<file path="config.mk">
export PLATFORM = sky130hd
export DESIGN_NAME = pxs_readout_seq
export DESIGN_NICKNAME = d
export VERILOG_FILES = /design/src/rtl/pxs_pkg.sv /design/src/rtl/pxs_step_rom.sv /design/src/rtl/pxs_tick_cnt.sv /design/src/rtl/pxs_wave_enc.sv /design/src/rtl/pxs_readout_seq.sv
export SDC_FILE = /design/constraint.sdc
export NUM_CORES = 1
export LEC_CHECK = 0
export ABC_AREA = 1
export BUFFER_PORTS_ARGS = -buffer_cell sky130_fd_sc_hd__buf_2
export CAP_MARGIN = 20
export CORE_AREA = 4 4 63 65
export CTS_CLUSTER_DIAMETER = 100
export DETAILED_ROUTE_END_ITERATION = 8
export DIE_AREA = 0 0 67 69
export HOLD_SLACK_MARGIN = 0.12
export RECOVER_POWER = 100
export SLEW_MARGIN = 20
export SYNTH_ARGS = -nofsm -noshare
export SYNTH_HDL_FRONTEND = slang
export SYNTH_SLANG_ARGS = --single-unit
</file>
<file path="constraint.sdc">
create_clock -name clk -period 2.3 [get_ports clk]
set_input_delay 0.46 -clock clk [delete_from_list [all_inputs] [get_ports clk]]
set_output_delay 0.46 -clock clk [all_outputs]
set_load 0.005 [all_outputs]
</file>
<file path="src/rtl/pxs_pkg.sv">
package pxs_pkg;

  localparam int unsigned NSTEP = 13;

  typedef enum logic [3:0] {
    ST_SEL   = 4'd0,
    ST_XMIT  = 4'd1,
    ST_XFER  = 4'd2,
    ST_IRST  = 4'd3,
    ST_SETL  = 4'd4,
    ST_INTA  = 4'd5,
    ST_FLD   = 4'd6,
    ST_INTB  = 4'd7,
    ST_STOP  = 4'd8,
    ST_CONV  = 4'd9,
    ST_CLR   = 4'd10,
    ST_DESEL = 4'd11,
    ST_HOLD  = 4'd12
  } step_t;

  // ana_ctl bits: [3] fifo load, [2] convert_n, [1] irst_n, [0] integ_n
  localparam logic [3:0] NIB_IDLE  = 4'b0111;
  localparam logic [3:0] NIB_IRST  = 4'b0101;
  localparam logic [3:0] NIB_INTEG = 4'b0110;
  localparam logic [3:0] NIB_FLOAD = 4'b1110;
  localparam logic [3:0] NIB_CONV  = 4'b0011;

  typedef struct packed {
    logic       ph_a;
    logic       ph_b;
    logic [3:0] nib;
    logic       tx;
  } wave_t;

  function automatic int unsigned ticks_of(int unsigned prog_ns,
                                           int unsigned ovh_ns,
                                           int unsigned tick_ns);
    return (prog_ns + ovh_ns + tick_ns - 1) / tick_ns;
  endfunction

  function automatic int unsigned umax(int unsigned a, int unsigned b);
    return (a > b) ? a : b;
  endfunction

endpackage

</file>
<file path="src/rtl/pxs_step_rom.sv">
module pxs_step_rom
  import pxs_pkg::*;
#(
  parameter int unsigned TICK_NS = 40,
  parameter int unsigned OVH_NS  = 40,
  parameter int unsigned XFER_NS = 600,
  parameter int unsigned IRST_NS = 760,
  parameter int unsigned SETL_NS = 200,
  parameter int unsigned INTA_NS = 4800,
  parameter int unsigned INTB_NS = 400,
  parameter int unsigned STEP_NS = 40,
  parameter int unsigned HOLD_NS = 240,
  parameter int unsigned CNT_W   = 8
) (
  input  step_t             addr,
  output logic [CNT_W-1:0]  load_val
);

  localparam int unsigned T_ONE = ticks_of(0, OVH_NS, TICK_NS);

  // duration table in ticks, one entry per step in script order
  localparam int unsigned DUR [NSTEP] = '{
    T_ONE,
    T_ONE,
    ticks_of(XFER_NS, OVH_NS, TICK_NS),
    ticks_of(IRST_NS, OVH_NS, TICK_NS),
    ticks_of(SETL_NS, OVH_NS, TICK_NS),
    ticks_of(INTA_NS, OVH_NS, TICK_NS),
    T_ONE,
    ticks_of(INTB_NS, OVH_NS, TICK_NS),
    ticks_of(STEP_NS, OVH_NS, TICK_NS),
    ticks_of(STEP_NS, OVH_NS, TICK_NS),
    ticks_of(STEP_NS, OVH_NS, TICK_NS),
    T_ONE,
    ticks_of(HOLD_NS, OVH_NS, TICK_NS)
  };

  logic [CNT_W-1:0] rom_q [NSTEP];

  for (genvar g = 0; g < NSTEP; g++) begin : g_rom
    assign rom_q[g] = CNT_W'(DUR[g] - 1);
  end

  always_comb begin
    if (int'(addr) < NSTEP) load_val = rom_q[addr];
    else                    load_val = '0;
  end

endmodule

</file>
<file path="src/rtl/pxs_tick_cnt.sv">
module pxs_tick_cnt #(
  parameter int unsigned CNT_W = 8
) (
  input  logic             clk,
  input  logic             rst,
  input  logic             load,
  input  logic [CNT_W-1:0] load_val,
  input  logic             dec,
  output logic             zero
);

  logic [CNT_W-1:0] cnt_q;

  always_ff @(posedge clk) begin
    if (rst)                    cnt_q <= '0;
    else if (load)              cnt_q <= load_val;
    else if (dec && cnt_q != 0) cnt_q <= cnt_q - 1'b1;
  end

  assign zero = (cnt_q == '0);

endmodule

</file>
<file path="src/rtl/pxs_wave_enc.sv">
module pxs_wave_enc
  import pxs_pkg::*;
(
  input  logic  busy,
  input  step_t step,
  input  logic  pix_a,
  output wave_t wave
);

  logic selected;

  always_comb begin
    selected = busy && (step <= ST_CLR);
    wave.ph_a = selected && pix_a;
    wave.ph_b = selected && !pix_a;
    wave.tx   = busy && (step == ST_XMIT);
    wave.nib  = NIB_IDLE;
    if (busy) begin
      case (step)
        ST_IRST: wave.nib = NIB_IRST;
        ST_INTA: wave.nib = NIB_INTEG;
        ST_FLD:  wave.nib = NIB_FLOAD;
        ST_INTB: wave.nib = NIB_INTEG;
        ST_CONV: wave.nib = NIB_CONV;
        default: wave.nib = NIB_IDLE;
      endcase
    end
  end

endmodule

</file>
<file path="src/rtl/pxs_readout_seq.sv">
module pxs_readout_seq
  import pxs_pkg::*;
#(
  parameter int unsigned TICK_NS = 40,
  parameter int unsigned OVH_NS  = 40,
  parameter int unsigned XFER_NS = 600,
  parameter int unsigned IRST_NS = 760,
  parameter int unsigned SETL_NS = 200,
  parameter int unsigned INTA_NS = 4800,
  parameter int unsigned INTB_NS = 400,
  parameter int unsigned STEP_NS = 40,
  parameter int unsigned HOLD_NS = 240
) (
  input  logic       clk,
  input  logic       rst,
  input  logic       run,
  input  logic       frame_sync_i,
  output logic       sel_ph_a,
  output logic       sel_ph_b,
  output logic       frame_sync_o,
  output logic [3:0] ana_ctl,
  output logic       tx_strobe,
  output logic       step_done,
  output logic       pix_a_active
);

  localparam int unsigned T_MAX = umax(umax(ticks_of(INTA_NS, OVH_NS, TICK_NS),
                                            ticks_of(IRST_NS, OVH_NS, TICK_NS)),
                                       umax(ticks_of(XFER_NS, OVH_NS, TICK_NS),
                                            umax(ticks_of(HOLD_NS, OVH_NS, TICK_NS),
                                                 ticks_of(INTB_NS, OVH_NS, TICK_NS))));
  localparam int unsigned CNT_W = $clog2(T_MAX + 1);

  logic  busy_q, nxt_busy;
  step_t step_q, nxt_step;
  logic  pix_a_q, nxt_pix_a;
  logic  cnt_zero, cnt_load;
  logic [CNT_W-1:0] load_val;
  wave_t wave;

  // next-state selection
  always_comb begin
    nxt_busy  = busy_q;
    nxt_step  = step_q;
    nxt_pix_a = pix_a_q;
    cnt_load  = 1'b0;
    if (!busy_q) begin
      if (run) begin
        nxt_busy  = 1'b1;
        nxt_step  = ST_SEL;
        nxt_pix_a = 1'b1;
        cnt_load  = 1'b1;
      end
    end else if (cnt_zero) begin
      if (step_q == ST_HOLD) begin
        nxt_step = ST_SEL;
        if (run) begin
          nxt_pix_a = !pix_a_q;
          cnt_load  = 1'b1;
        end else begin
          nxt_busy  = 1'b0;
          nxt_pix_a = 1'b0;
        end
      end else begin
        nxt_step = step_t'(4'(step_q) + 4'd1);
        cnt_load = 1'b1;
      end
    end
  end

  always_ff @(posedge clk) begin
    if (rst) begin
      busy_q  <= 1'b0;
      step_q  <= ST_SEL;
      pix_a_q <= 1'b0;
    end else begin
      busy_q  <= nxt_busy;
      step_q  <= nxt_step;
      pix_a_q <= nxt_pix_a;
    end
  end

  pxs_step_rom #(
    .TICK_NS(TICK_NS), .OVH_NS(OVH_NS), .XFER_NS(XFER_NS), .IRST_NS(IRST_NS),
    .SETL_NS(SETL_NS), .INTA_NS(INTA_NS), .INTB_NS(INTB_NS), .STEP_NS(STEP_NS),
    .HOLD_NS(HOLD_NS), .CNT_W(CNT_W)
  ) u_rom (
    .addr     (nxt_step),
    .load_val (load_val)
  );

  pxs_tick_cnt #(.CNT_W(CNT_W)) u_cnt (
    .clk      (clk),
    .rst      (rst),
    .load     (cnt_load),
    .load_val (load_val),
    .dec      (busy_q),
    .zero     (cnt_zero)
  );

  pxs_wave_enc u_enc (
    .busy  (busy_q),
    .step  (step_q),
    .pix_a (pix_a_q),
    .wave  (wave)
  );

  // registered outputs, one clock behind the step state
  always_ff @(posedge clk) begin
    if (rst) begin
      sel_ph_a     <= 1'b0;
      sel_ph_b     <= 1'b0;
      ana_ctl      <= NIB_IDLE;
      tx_strobe    <= 1'b0;
      step_done    <= 1'b0;
      pix_a_active <= 1'b0;
      frame_sync_o <= 1'b0;
    end else begin
      sel_ph_a     <= wave.ph_a;
      sel_ph_b     <= wave.ph_b;
      ana_ctl      <= wave.nib;
      tx_strobe    <= wave.tx;
      step_done    <= busy_q && cnt_zero;
      pix_a_active <= busy_q && pix_a_q;
      frame_sync_o <= frame_sync_i;
    end
  end

endmodule

</file>
==> flow_summary_export.csv, run 1 <==
group,metric,value,unit
synth,yosysUniqueCellTypes,30,
die,die_area,4620,µm²
place,dp.cells,242,
clock_tree,clk_root_buffer_cell,"clkbuf_4",
detailed_routing,firstDrtPassIters,4,
global_routing,grt_pass1_vias,1060,
worst_setup_path,timing.critical_path.buf_inv,3,
global_routing,gr-usage-all-layers,0.128,
die,rows,21,
sta,finalHoldViolCount,0,
sta,tightestPinTransition,0.375,ns
power,power_per_cell_area,692,nW/µm²
clock_tree,cts.sinks,23,
worst_hold_path,hp-class,"input pin to flop",
synth,synth_seq_cells,23,
sta,maximum_achievable_frequency,520,MHz
worst_setup_path,path_class,"flop to flop",
place,port-buffer-count,13,
final_layout,multiInputGateArea,737,µm²
power,power_switching_share,0.370,
clock_tree,clk_pin_slew_worst_paths,0.13,ns
final_layout,nets,211,
final_layout,ff_latch_area,460,µm²
detailed_routing,num_vias,1213,
clock_tree,tritoncts.num_buffers,3,
synth,synth_warn,0,
clock_tree,clock_latency,0.31,ns
clock_tree,cts-resized-gates,0,
worst_setup_path,cp_top_family,"simple AND/OR/NAND/NOR gates",
sta,final_min_period_over_clock_period,0.836,
sta,slew_headroom,0.750,
synth,synthesis.area_per_instance,7.13,µm²
worst_setup_path,critical_path.cell_chain,"inv_1 > ha_1 > inv_1 > nor2_1 > nand3_1 > nand2_1 > nand2_1 > nor2_2 > inv_1 > o21ai_0 > a21oi_1",
clock_tree,cts_setup_buffers,0,
sta,min_period,1.92,ns
power,power_frac_comb,0.333,
sta,hold-worst-slack,0.344,ns
power,internal_power_contribution,0.000625,W
global_routing,grt_first_pass_wirelength,4750,µm
synth,syn-instance-count,184,
synth,synthFlopType,"dfxtp_1",
final_layout,filler_cell_count,354,
worst_setup_path,cp.arrival,2.14,ns
detailed_routing,detail_route.wirelength,2820,µm
final_layout,final_layout_size_suffix_gt1_frac,0.170,
synth,fraction_of_registers_with_async_set_reset,0,
worst_setup_path,number_of_cells_on_the_critical_path,11,
worst_setup_path,worstSetupStartpoint,"u_cnt.cnt_q[0]$_SDFFE_PP0P_",
sta,drv_slew,0,
detailed_routing,drt_iter0_markers,71,
global_routing,globalRouteOverflowTotal,0,
die,die-height,69,µm
die,floorplan.die.width,67,µm
clock_tree,hold_buffers,0,
place,place_area,1430,µm²
power,clkPwrFrac,0.190,
clock_tree,clock_tree.htree_level_count,1,
detailed_routing,detail_route.wl_per_cell,11.5,µm
synth,synth_sequential_area_ratio,0.351,
worst_setup_path,cp_common_cell,"inv_1",
sta,setup_tns,0,ns
power,netSwitchingPower,0.000367,W
synth,area_of_the_mapped_netlist,1310,µm²
worst_setup_path,worstPathMaxFanout,9,
clock_tree,max-clock-path-buffers,2,
worst_setup_path,cp-end-kind,"flop",
worst_setup_path,crit-reg2reg-launch,"u_cnt.cnt_q[0]$_SDFFE_PP0P_",
synth,dominant_cell_type_by_area_after_synthesis,"dfxtp_1",
worst_setup_path,r2r.worst_path.cells,11,
clock_tree,clock_tree_from_tritoncts,"built",
place,place_hpwl,2220,µm
synth,synth_top_cells_by_count,"33 x nand2_1, 26 x nor2_1, 23 x dfxtp_1, 19 x inv_1, 17 x o21ai_0",
worst_setup_path,required,2.52,ns
flow_run,max_cap_viol_count,0,
detailed_routing,drt.antenna.violating_nets,0,
final_layout,layout.cells.non_filler,246,
synth,yosysMostFrequentCell,"nand2_1",
detailed_routing,avgViaCountPerCell,4.93,
power,sequential_fraction_of_design_power,0.477,
place,routabilityCongestion,0.883,
sta,grt_setup_unrepaired,"no",
power,static-leakage-power,0.653,nW
run_status,status,"finished, final reports clean",
detailed_routing,detail_route.drc_violations,0,
final_layout,flow.area_growth_from_synthesis,9.26,%
worst_setup_path,worstReg2RegEnd,"u_cnt.cnt_q[0]$_SDFFE_PP0P_",
die,fp.coreArea,3340,µm²
synth,mappedNetlistNets,194,
die,design.portCount,14,
synth,synth_largest_type_area_fraction,0.351,
worst_setup_path,worst_setup_path_start_kind,"flop",
worst_setup_path,worst_path_max_delay_cell,"dfxtp_1",
global_routing,antenna_violations_before_repair,0,
worst_setup_path,delay_contributed_by_the_slowest_stage_of_the_critical_path,0.33,ns
power,peak_supply_drop,0.000432,V
final_layout,design_area,1430,µm²
synth,synth_enable_flop_cells,0,
sta,finalSetupViolCount,0,
final_layout,antennaDiodeCount,0,
die,floorplan.initialDensity,0.393,
worst_setup_path,reg2reg_slack,0.38,ns
synth,synthTopCellsByArea,"dfxtp_1 35%, nand2_1 9.4%, nor2_1 7.4%",
global_routing,maximum_number_of_pins_on_one_net_before_global_route_repair,13,
sta,fin_skew,0.00662,ns
worst_setup_path,timing.critical_path.to,"u_cnt.cnt_q[0]$_SDFFE_PP0P_",
## worst register-to-register path, delay by kind of cell (launching register included)
family	cells	cell delay, ns
flip-flops	1	0.33
AO/OA/AOI/OAI	2	0.24
adder cells (fa/ha/maj)	1	0.18
buffers and inverters	3	0.30
AND/OR/NAND/NOR	5	0.77
## layout make-up
class                   instances  area share
clock buffers                   4      0.0183
well taps                      46      0.0402
inverters                      23      0.0620
multi-input cells             137       0.514
repair buffers                 13      0.0437
flip-flops and latches         23       0.321
## layer usage
layer | track usage | vias up | routed length [µm]
li1 | - | 630 | -
met1 | 0.175 | 552 | 1350
met2 | 0.202 | 26 | 1320
met3 | 0.0211 | 5 | 112
met4 | 0.0405 | 0 | 38
met5 | 0 | - | 0
## power groups by stage
stage               clock, W  sequential (W)  combinational (W)
finish              0.000188        0.000473           0.000330
floorplan                  0        0.000472           0.000266
detailed placement         0        0.000482           0.000333
global placement           0        0.000482           0.000339
global route        0.000215        0.000479           0.000381
CTS                 0.000196        0.000473           0.000335
## through the flow
step | power [W] | util | setup slack (ns)
after floorplan | 0.000738 | - | 0.730
after global placement | 0.000821 | 0.429 | 0.380
after detailed placement | 0.000815 | 0.429 | 0.406
after CTS | 0.00100 | 0.436 | 0.380
after global routing | 0.00108 | 0.429 | 0.155
final | 0.000992 | 0.429 | 0.377
## layout by cell type (no fill, tap or decap)
cell type | synthesis | layout
o2111ai_1 | 1 | 1
o22ai_1 | 1 | 1
o21a_1 | 1 | 1
xnor2_1 | 1 | 1
nand3_2 | 3 | 2
or2_2 | 3 | 3
nor3_1 | 2 | 2
o21ai_0 | 17 | 17
nand3_1 | 12 | 13
and2_4 | 1 | 1
ha_1 | 6 | 6
o311ai_0 | 1 | 1
buf_2 | 0 | 11
clkbuf_1 | 1 | 3
nand2_1 | 33 | 35
nand3b_1 | 1 | 1
nor3_2 | 1 | 1
a21oi_1 | 10 | 10
inv_1 | 19 | 20
nor2_1 | 26 | 26
dfxtp_1 | 23 | 23
nand4_1 | 2 | 3
inv_4 | 1 | 1
xor2_1 | 2 | 2
nor2_4 | 1 | 1
inv_2 | 3 | 2
clkbuf_4 | 0 | 3
nand2_2 | 6 | 5
nor2_2 | 3 | 3
nor2_8 | 1 | 1
## worst min path at each step
stage	from	end	slack [ns]	cells past startpoint
finish	frame_sync_i	frame_sync_o$_SDFF_PP0_	0.34	3
global route	frame_sync_i	frame_sync_o$_SDFF_PP0_	0.34	3
CTS	frame_sync_i	frame_sync_o$_SDFF_PP0_	0.33	3
detailed placement	pix_a_q$_SDFFE_PP0P_	sel_ph_b$_SDFF_PP0_	0.45	1
global placement	pix_a_q$_SDFFE_PP0P_	sel_ph_b$_SDFF_PP0_	0.45	1
floorplan	pix_a_q$_SDFFE_PP0P_	sel_ph_b$_SDFF_PP0_	0.42	1
## state kept, by name (all words and copies together), names as in the netlist
register and flops:
ana_ctl 4, tx_strobe 1, sel_ph_b 1, step_q 4
u_cnt.cnt_q 7, pix_a_active 1, pix_a_q 1, step_done 1
sel_ph_a 1, frame_sync_o 1, busy_q 1
## logic make-up (layout without fill, tap and decap cells)
| group | after synthesis | in the layout | synth area share |
|---|---|---|---|
| AND/OR/NAND/NOR | 97 | 97 | 0.374 |
| AO/OA/AOI/OAI | 31 | 31 | 0.127 |
| buffers and inverters | 24 | 40 | 0.0706 |
| flip-flops | 23 | 23 | 0.351 |
| adder cells (fa/ha/maj) | 6 | 6 | 0.0573 |
| XOR/XNOR | 3 | 3 | 0.0200 |
Note: power is estimated with default switching activity, not from simulation.
==> run 2, diff against run 1 <==
clock period = 2 ns   (was 2.3 ns; I/O delays follow)
==> run 2 against run 1 <==
  * Core utilization up 0.41 points
  * First-iteration DRC count down 45%
  * Setup slack got worse by 0.19 ns
  * Critical path type unchanged
  * Largest power group unchanged
  * Highest routed layer unchanged
==> flow_summary_export.csv, run 2 (synthesis gave the netlist of run 1 again) <==
group,metric,value,unit
run_status,status,"finished, final reports clean",
detailed_routing,firstDrtPassIters,4,
die,fp.coreArea,3340,µm²
place,routabilityCongestion,0.859,
worst_setup_path,crit-reg2reg-launch,"u_cnt.cnt_q[0]$_SDFFE_PP0P_",
place,port-buffer-count,13,
power,peak_supply_drop,0.000430,V
place,dp.cells,243,
worst_setup_path,cp-end-kind,"flop",
worst_setup_path,path_class,"flop to flop",
sta,grt_setup_unrepaired,"no",
detailed_routing,avgViaCountPerCell,4.79,
flow_run,max_cap_viol_count,0,
detailed_routing,met2WireLength,1180,µm
final_layout,layout.cells.non_filler,247,
final_layout,largest_reg_flops,7,
worst_setup_path,worst_setup_path_start_kind,"flop",
worst_setup_path,required,2.25,ns
global_routing,maximum_number_of_pins_on_one_net_before_global_route_repair,14,
die,die_area,4620,µm²
die,die-height,69,µm
global_routing,gr-usage-all-layers,0.128,
sta,tightestPinTransition,0.383,ns
clock_tree,clock_tree.htree_level_count,1,
die,rows,21,
final_layout,ff_latch_area,460,µm²
final_layout,nets,212,
place,place_hpwl,2220,µm
clock_tree,clock_latency,0.31,ns
detailed_routing,detail_route.wl_per_cell,11.1,µm
power,static-leakage-power,0.655,nW
final_layout,multiInputGateArea,746,µm²
global_routing,globalRouteOverflowTotal,0,
sta,maximum_achievable_frequency,552,MHz
die,floorplan.die.width,67,µm
detailed_routing,drt_iter0_markers,39,
global_routing,grt_pass1_vias,1032,
clock_tree,clk_pin_slew_worst_paths,0.13,ns
global_routing,grt_first_pass_wirelength,4710,µm
clock_tree,hold_buffers,0,
worst_setup_path,cp.arrival,2.07,ns
detailed_routing,drt.antenna.violating_nets,0,
clock_tree,clock_tree_from_tritoncts,"built",
die,design.portCount,14,
worst_setup_path,worstSetupStartpoint,"u_cnt.cnt_q[0]$_SDFFE_PP0P_",
final_layout,final_cell_mix,"32 x nand2_1, 26 x nor2_1, 23 x dfxtp_1",
final_layout,largest_registers,"u_cnt.cnt_q x7, ana_ctl x4, step_q x4",
sta,min_period,1.81,ns
sta,slew_headroom,0.744,
sta,drv_slew,0,
sta,finalSetupViolCount,0,
detailed_routing,detail_route.drc_violations,0,
sta,setup_tns,0,ns
power,power_per_cell_area,785,nW/µm²
final_layout,filler_cell_count,352,
clock_tree,cts.sinks,23,
final_layout,flow.area_growth_from_synthesis,10.3,%
worst_setup_path,reg2reg_slack,0.19,ns
clock_tree,cts_setup_buffers,0,
sta,finalHoldViolCount,0,
sta,final_min_period_over_clock_period,0.906,
die,floorplan.initialDensity,0.393,
detailed_routing,top_signal_layer_used,"met4",
global_routing,antenna_violations_before_repair,0,
clock_tree,tritoncts.num_buffers,3,
worst_hold_path,hp-class,"input pin to flop",
detailed_routing,detail_route.wirelength,2730,µm
final_layout,antennaDiodeCount,0,
sta,fin_skew,0.00605,ns
detailed_routing,num_vias,1184,
final_layout,final_layout_size_suffix_gt1_frac,0.199,
clock_tree,max-clock-path-buffers,2,
worst_setup_path,worstPathMaxFanout,6,
worst_hold_path,min-delay-start,"frame_sync_i",
clock_tree,clk_root_buffer_cell,"clkbuf_4",
detailed_routing,wl_met1,1380,µm
final_layout,max_flop_register,"u_cnt.cnt_q",
detailed_routing,routed-wl-met3,140,µm
final_layout,layout_commonest_cell,"nand2_1",
==> run 2: worst paths after layout <==
path	end	depth (start not counted)
worst min register to register	sel_ph_b$_SDFF_PP0_	1
worst min-delay path	frame_sync_o$_SDFF_PP0_	3
worst max register to register	u_cnt.cnt_q[4]$_SDFFE_PP0P_	10
worst max-delay path	u_cnt.cnt_q[4]$_SDFFE_PP0P_	10
==> run 2: cell type report <==
type                            count  area share
Multi-Input combinational cell    137       0.516
Sequential cell                    23       0.318
Inverter                           23      0.0614
Timing Repair Buffer               14      0.0458
Tap cell                           46      0.0398
Clock buffer                        3      0.0156
Clock inverter                      1     0.00346
==> run 2: report_power, final <==
| part | switching, W | internal, W |
|---|---|---|
| combinational | 0.000234 | 0.000142 |
| clock | 0.000140 | 0.0000746 |
| sequential | 0.0000440 | 0.000500 |
==> run 2: critical path: stages, from the launching register on <==
cell      delay (ns)
dfxtp_1         0.33
inv_1           0.11
ha_1            0.18
inv_1           0.04
nor2_1          0.12
nand4_1         0.17
and2_4          0.20
nor2_4          0.12
nand3_2         0.15
nand3b_1        0.20
a21oi_1         0.13
==> run 2: per-layer routing <==
layer | GRT usage | vias to the layer above
met3 | 0.0308 | 4
met1 | 0.179 | 520
met2 | 0.190 | 31
met4 | 0.0405 | 0
met5 | 0 | -
li1 | - | 629
==> run 2: stage by stage <==
step | instance area, µm² | hold slack, ns | worst slack [ns] | power [W] | util
2_1_floorplan | 1310 | 0.418 | 0.430 | 0.000849 | -
3_3_place_gp | 1440 | 0.460 | 0.173 | 0.000943 | 0.431
3_5_place_dp | 1440 | 0.466 | 0.162 | 0.000939 | 0.431
4_1_cts | 1470 | 0.270 | 0.133 | 0.00116 | 0.439
5_1_grt | 1450 | 0.281 | 0.00550 | 0.00122 | 0.433
6_report | 1450 | 0.281 | 0.188 | 0.00113 | 0.433
==> run 2: timing repair <==
item / 4_1_cts / 5_1_grt
endpoints found under the hold margin: 0 / 0
endpoints found under the setup margin: 0 / 7
resized for setup: 0 / 5
==> run 3, diff against run 2 <==
CORE_AREA = 4 4 54 56   (was 4 4 63 65)
DIE_AREA = 0 0 58 60   (was 0 0 67 69)
PLACE_DENSITY = 0.74   (was default)
==> run 3 against run 2 <==
  * Non-clock buffer count unchanged
  * Critical path depth did not move
  * Wire length grew 3.0%
  * Core utilization grew 16 points
  * Largest power group unchanged
==> flow_summary_export.csv, run 3 (synthesis gave the netlist of run 1 again) <==
group,metric,value,unit
final_layout,final_layout_size_suffix_gt1_frac,0.189,
detailed_routing,routed-wl-met3,149,µm
final_layout,filler_cell_count,236,
die,die_area,3480,µm²
final_layout,nets,212,
global_routing,gr-usage-all-layers,0.188,
die,floorplan.initialDensity,0.539,
detailed_routing,top_signal_layer_used,"met4",
worst_setup_path,required,2.26,ns
global_routing,grt_first_pass_wirelength,5020,µm
place,place_hpwl,2230,µm
detailed_routing,drt.antenna.violating_nets,0,
final_layout,layout_commonest_cell,"nand2_1",
sta,setup_tns,0,ns
detailed_routing,met2WireLength,1290,µm
die,die-height,60,µm
power,power_per_cell_area,807,nW/µm²
place,port-buffer-count,13,
global_routing,grt_pass1_vias,1203,
final_layout,final_cell_mix,"33 x nand2_1, 25 x nor2_1, 23 x dfxtp_1",
die,floorplan.die.width,58,µm
global_routing,maximum_number_of_pins_on_one_net_before_global_route_repair,14,
worst_setup_path,cp.arrival,2.03,ns
die,fp.coreArea,2430,µm²
sta,fin_skew,0.00815,ns
detailed_routing,detail_route.wirelength,2820,µm
sta,tightestPinTransition,0.351,ns
detailed_routing,num_vias,1252,
clock_tree,cts.sinks,23,
worst_hold_path,hp-class,"input pin to flop",
die,rows,18,
global_routing,globalRouteOverflowTotal,0,
sta,worst_slack,0.225,ns
sta,finalHoldViolCount,0,
sta,drv_slew,0,
detailed_routing,firstDrtPassIters,4,
die,design.portCount,14,
clock_tree,max-clock-path-buffers,2,
detailed_routing,wl_met1,1330,µm
detailed_routing,detail_route.drc_violations,0,
clock_tree,clock_latency,0.32,ns
sta,final_min_period_over_clock_period,0.887,
clock_tree,cts_setup_buffers,0,
detailed_routing,avgViaCountPerCell,5.42,
sta,maximum_achievable_frequency,563,MHz
worst_setup_path,path_class,"flop to flop",
clock_tree,clock_tree_from_tritoncts,"built",
final_layout,largest_registers,"u_cnt.cnt_q x7, ana_ctl x4, step_q x4",
detailed_routing,drt_iter0_markers,52,
final_layout,antennaDiodeCount,0,
worst_setup_path,worst_setup_path_start_kind,"flop",
clock_tree,tritoncts.num_buffers,3,
place,routabilityCongestion,0.980,
worst_setup_path,critical_path.cell_chain,"inv_1 > ha_1 > inv_1 > nor2_2 > nand4_2 > and2_4 > nor2_8 > nand3_2 > nand3b_1 > a21oi_1",
sta,min_period,1.77,ns
global_routing,antenna_violations_before_repair,0,
clock_tree,hold_buffers,0,
clock_tree,clock_tree.htree_level_count,1,
sta,slew_headroom,0.766,
worst_setup_path,worstPathMaxFanout,6,
worst_setup_path,cp_common_cell,"inv_1",
power,peak_supply_drop,0.000529,V
worst_setup_path,cp-end-kind,"flop",
power,static-leakage-power,0.652,nW
clock_tree,clk_pin_slew_worst_paths,0.13,ns
worst_setup_path,delay_contributed_by_the_slowest_stage_of_the_critical_path,0.33,ns
place,placement.setup.worst_slack,0.208,ns
flow_run,max_cap_viol_count,0,
sta,finalSetupViolCount,0,
final_layout,max_flop_register,"u_cnt.cnt_q",
run_status,status,"finished, final reports clean",
detailed_routing,detail_route.wl_per_cell,12.2,µm
clock_tree,clk_root_buffer_cell,"clkbuf_4",
final_layout,flow.area_growth_from_synthesis,9.83,%
final_layout,largest_reg_flops,7,
sta,grt_setup_unrepaired,"no",
worst_setup_path,worst_path_max_delay_cell,"dfxtp_1",
[run 3: through the flow]
stage / std cells / hold slack (ns) / total power (W) / cell area [µm²] / util
6_report: 231 / 0.265 / 0.00116 / 1440 / 0.592
5_1_grt: 231 / 0.266 / 0.00125 / 1440 / 0.592
4_1_cts: 231 / 0.264 / 0.00116 / 1450 / 0.594
3_5_place_dp: 227 / 0.453 / 0.000940 / 1420 / 0.583
3_3_place_gp: 227 / 0.444 / 0.000931 / 1420 / 0.583
2_1_floorplan: 184 / 0.418 / 0.000849 / 1310 / -
[run 3: final cells by class]
type | count | area [µm²] | share of cell area
clock buffers | 3 | 22.5 | 0.0156
clock inverters | 1 | 5.00 | 0.00348
inverters | 23 | 88.8 | 0.0617
multi-input cells | 137 | 766 | 0.532
flip-flops and latches | 23 | 460 | 0.320
well taps | 30 | 37.5 | 0.0261
repair buffers | 14 | 60.1 | 0.0417
[run 3: critical path: cells and delay by family, from the launching register on]
kind / cells / cell delay [ns]
buffers and inverters: 2 / 0.16
flip-flops: 1 / 0.33
adder cells (fa/ha/maj): 1 / 0.17
AND/OR/NAND/NOR: 6 / 0.93
AO/OA/AOI/OAI: 1 / 0.13
[run 3: final timing paths]
path                                                   from                          end  slack, ns  cells past startpoint
worst max-delay path            u_cnt.cnt_q[0]$_SDFFE_PP0P_  u_cnt.cnt_q[4]$_SDFFE_PP0P_       0.23                     10
worst min register to register         pix_a_q$_SDFFE_PP0P_          sel_ph_b$_SDFF_PP0_       0.47                      1
worst min-delay path                           frame_sync_i      frame_sync_o$_SDFF_PP0_       0.27                      3
worst max register to register  u_cnt.cnt_q[0]$_SDFFE_PP0P_  u_cnt.cnt_q[4]$_SDFFE_PP0P_       0.23                     10
[run 3: power breakdown]
part | internal (W) | switching [W] | leakage [nW]
Sequential | 0.000501 | 0.0000447 | 0.188
Clock | 0.0000750 | 0.000147 | 0.0177
Combinational | 0.000146 | 0.000249 | 0.446
[run 3: timing repair]
item / in CTS / in global routing
endpoints found under the setup margin: 0 / 7
endpoints found under the hold margin: 0 / 0
gates resized for setup: 0 / 4
[run 3: layer usage]
metal  GRT usage  vias to the layer above
li1            -                      629
met5           0                        -
met2       0.323                       38
met3      0.0281                        5
met4      0.0828                        0
met1       0.233                      580
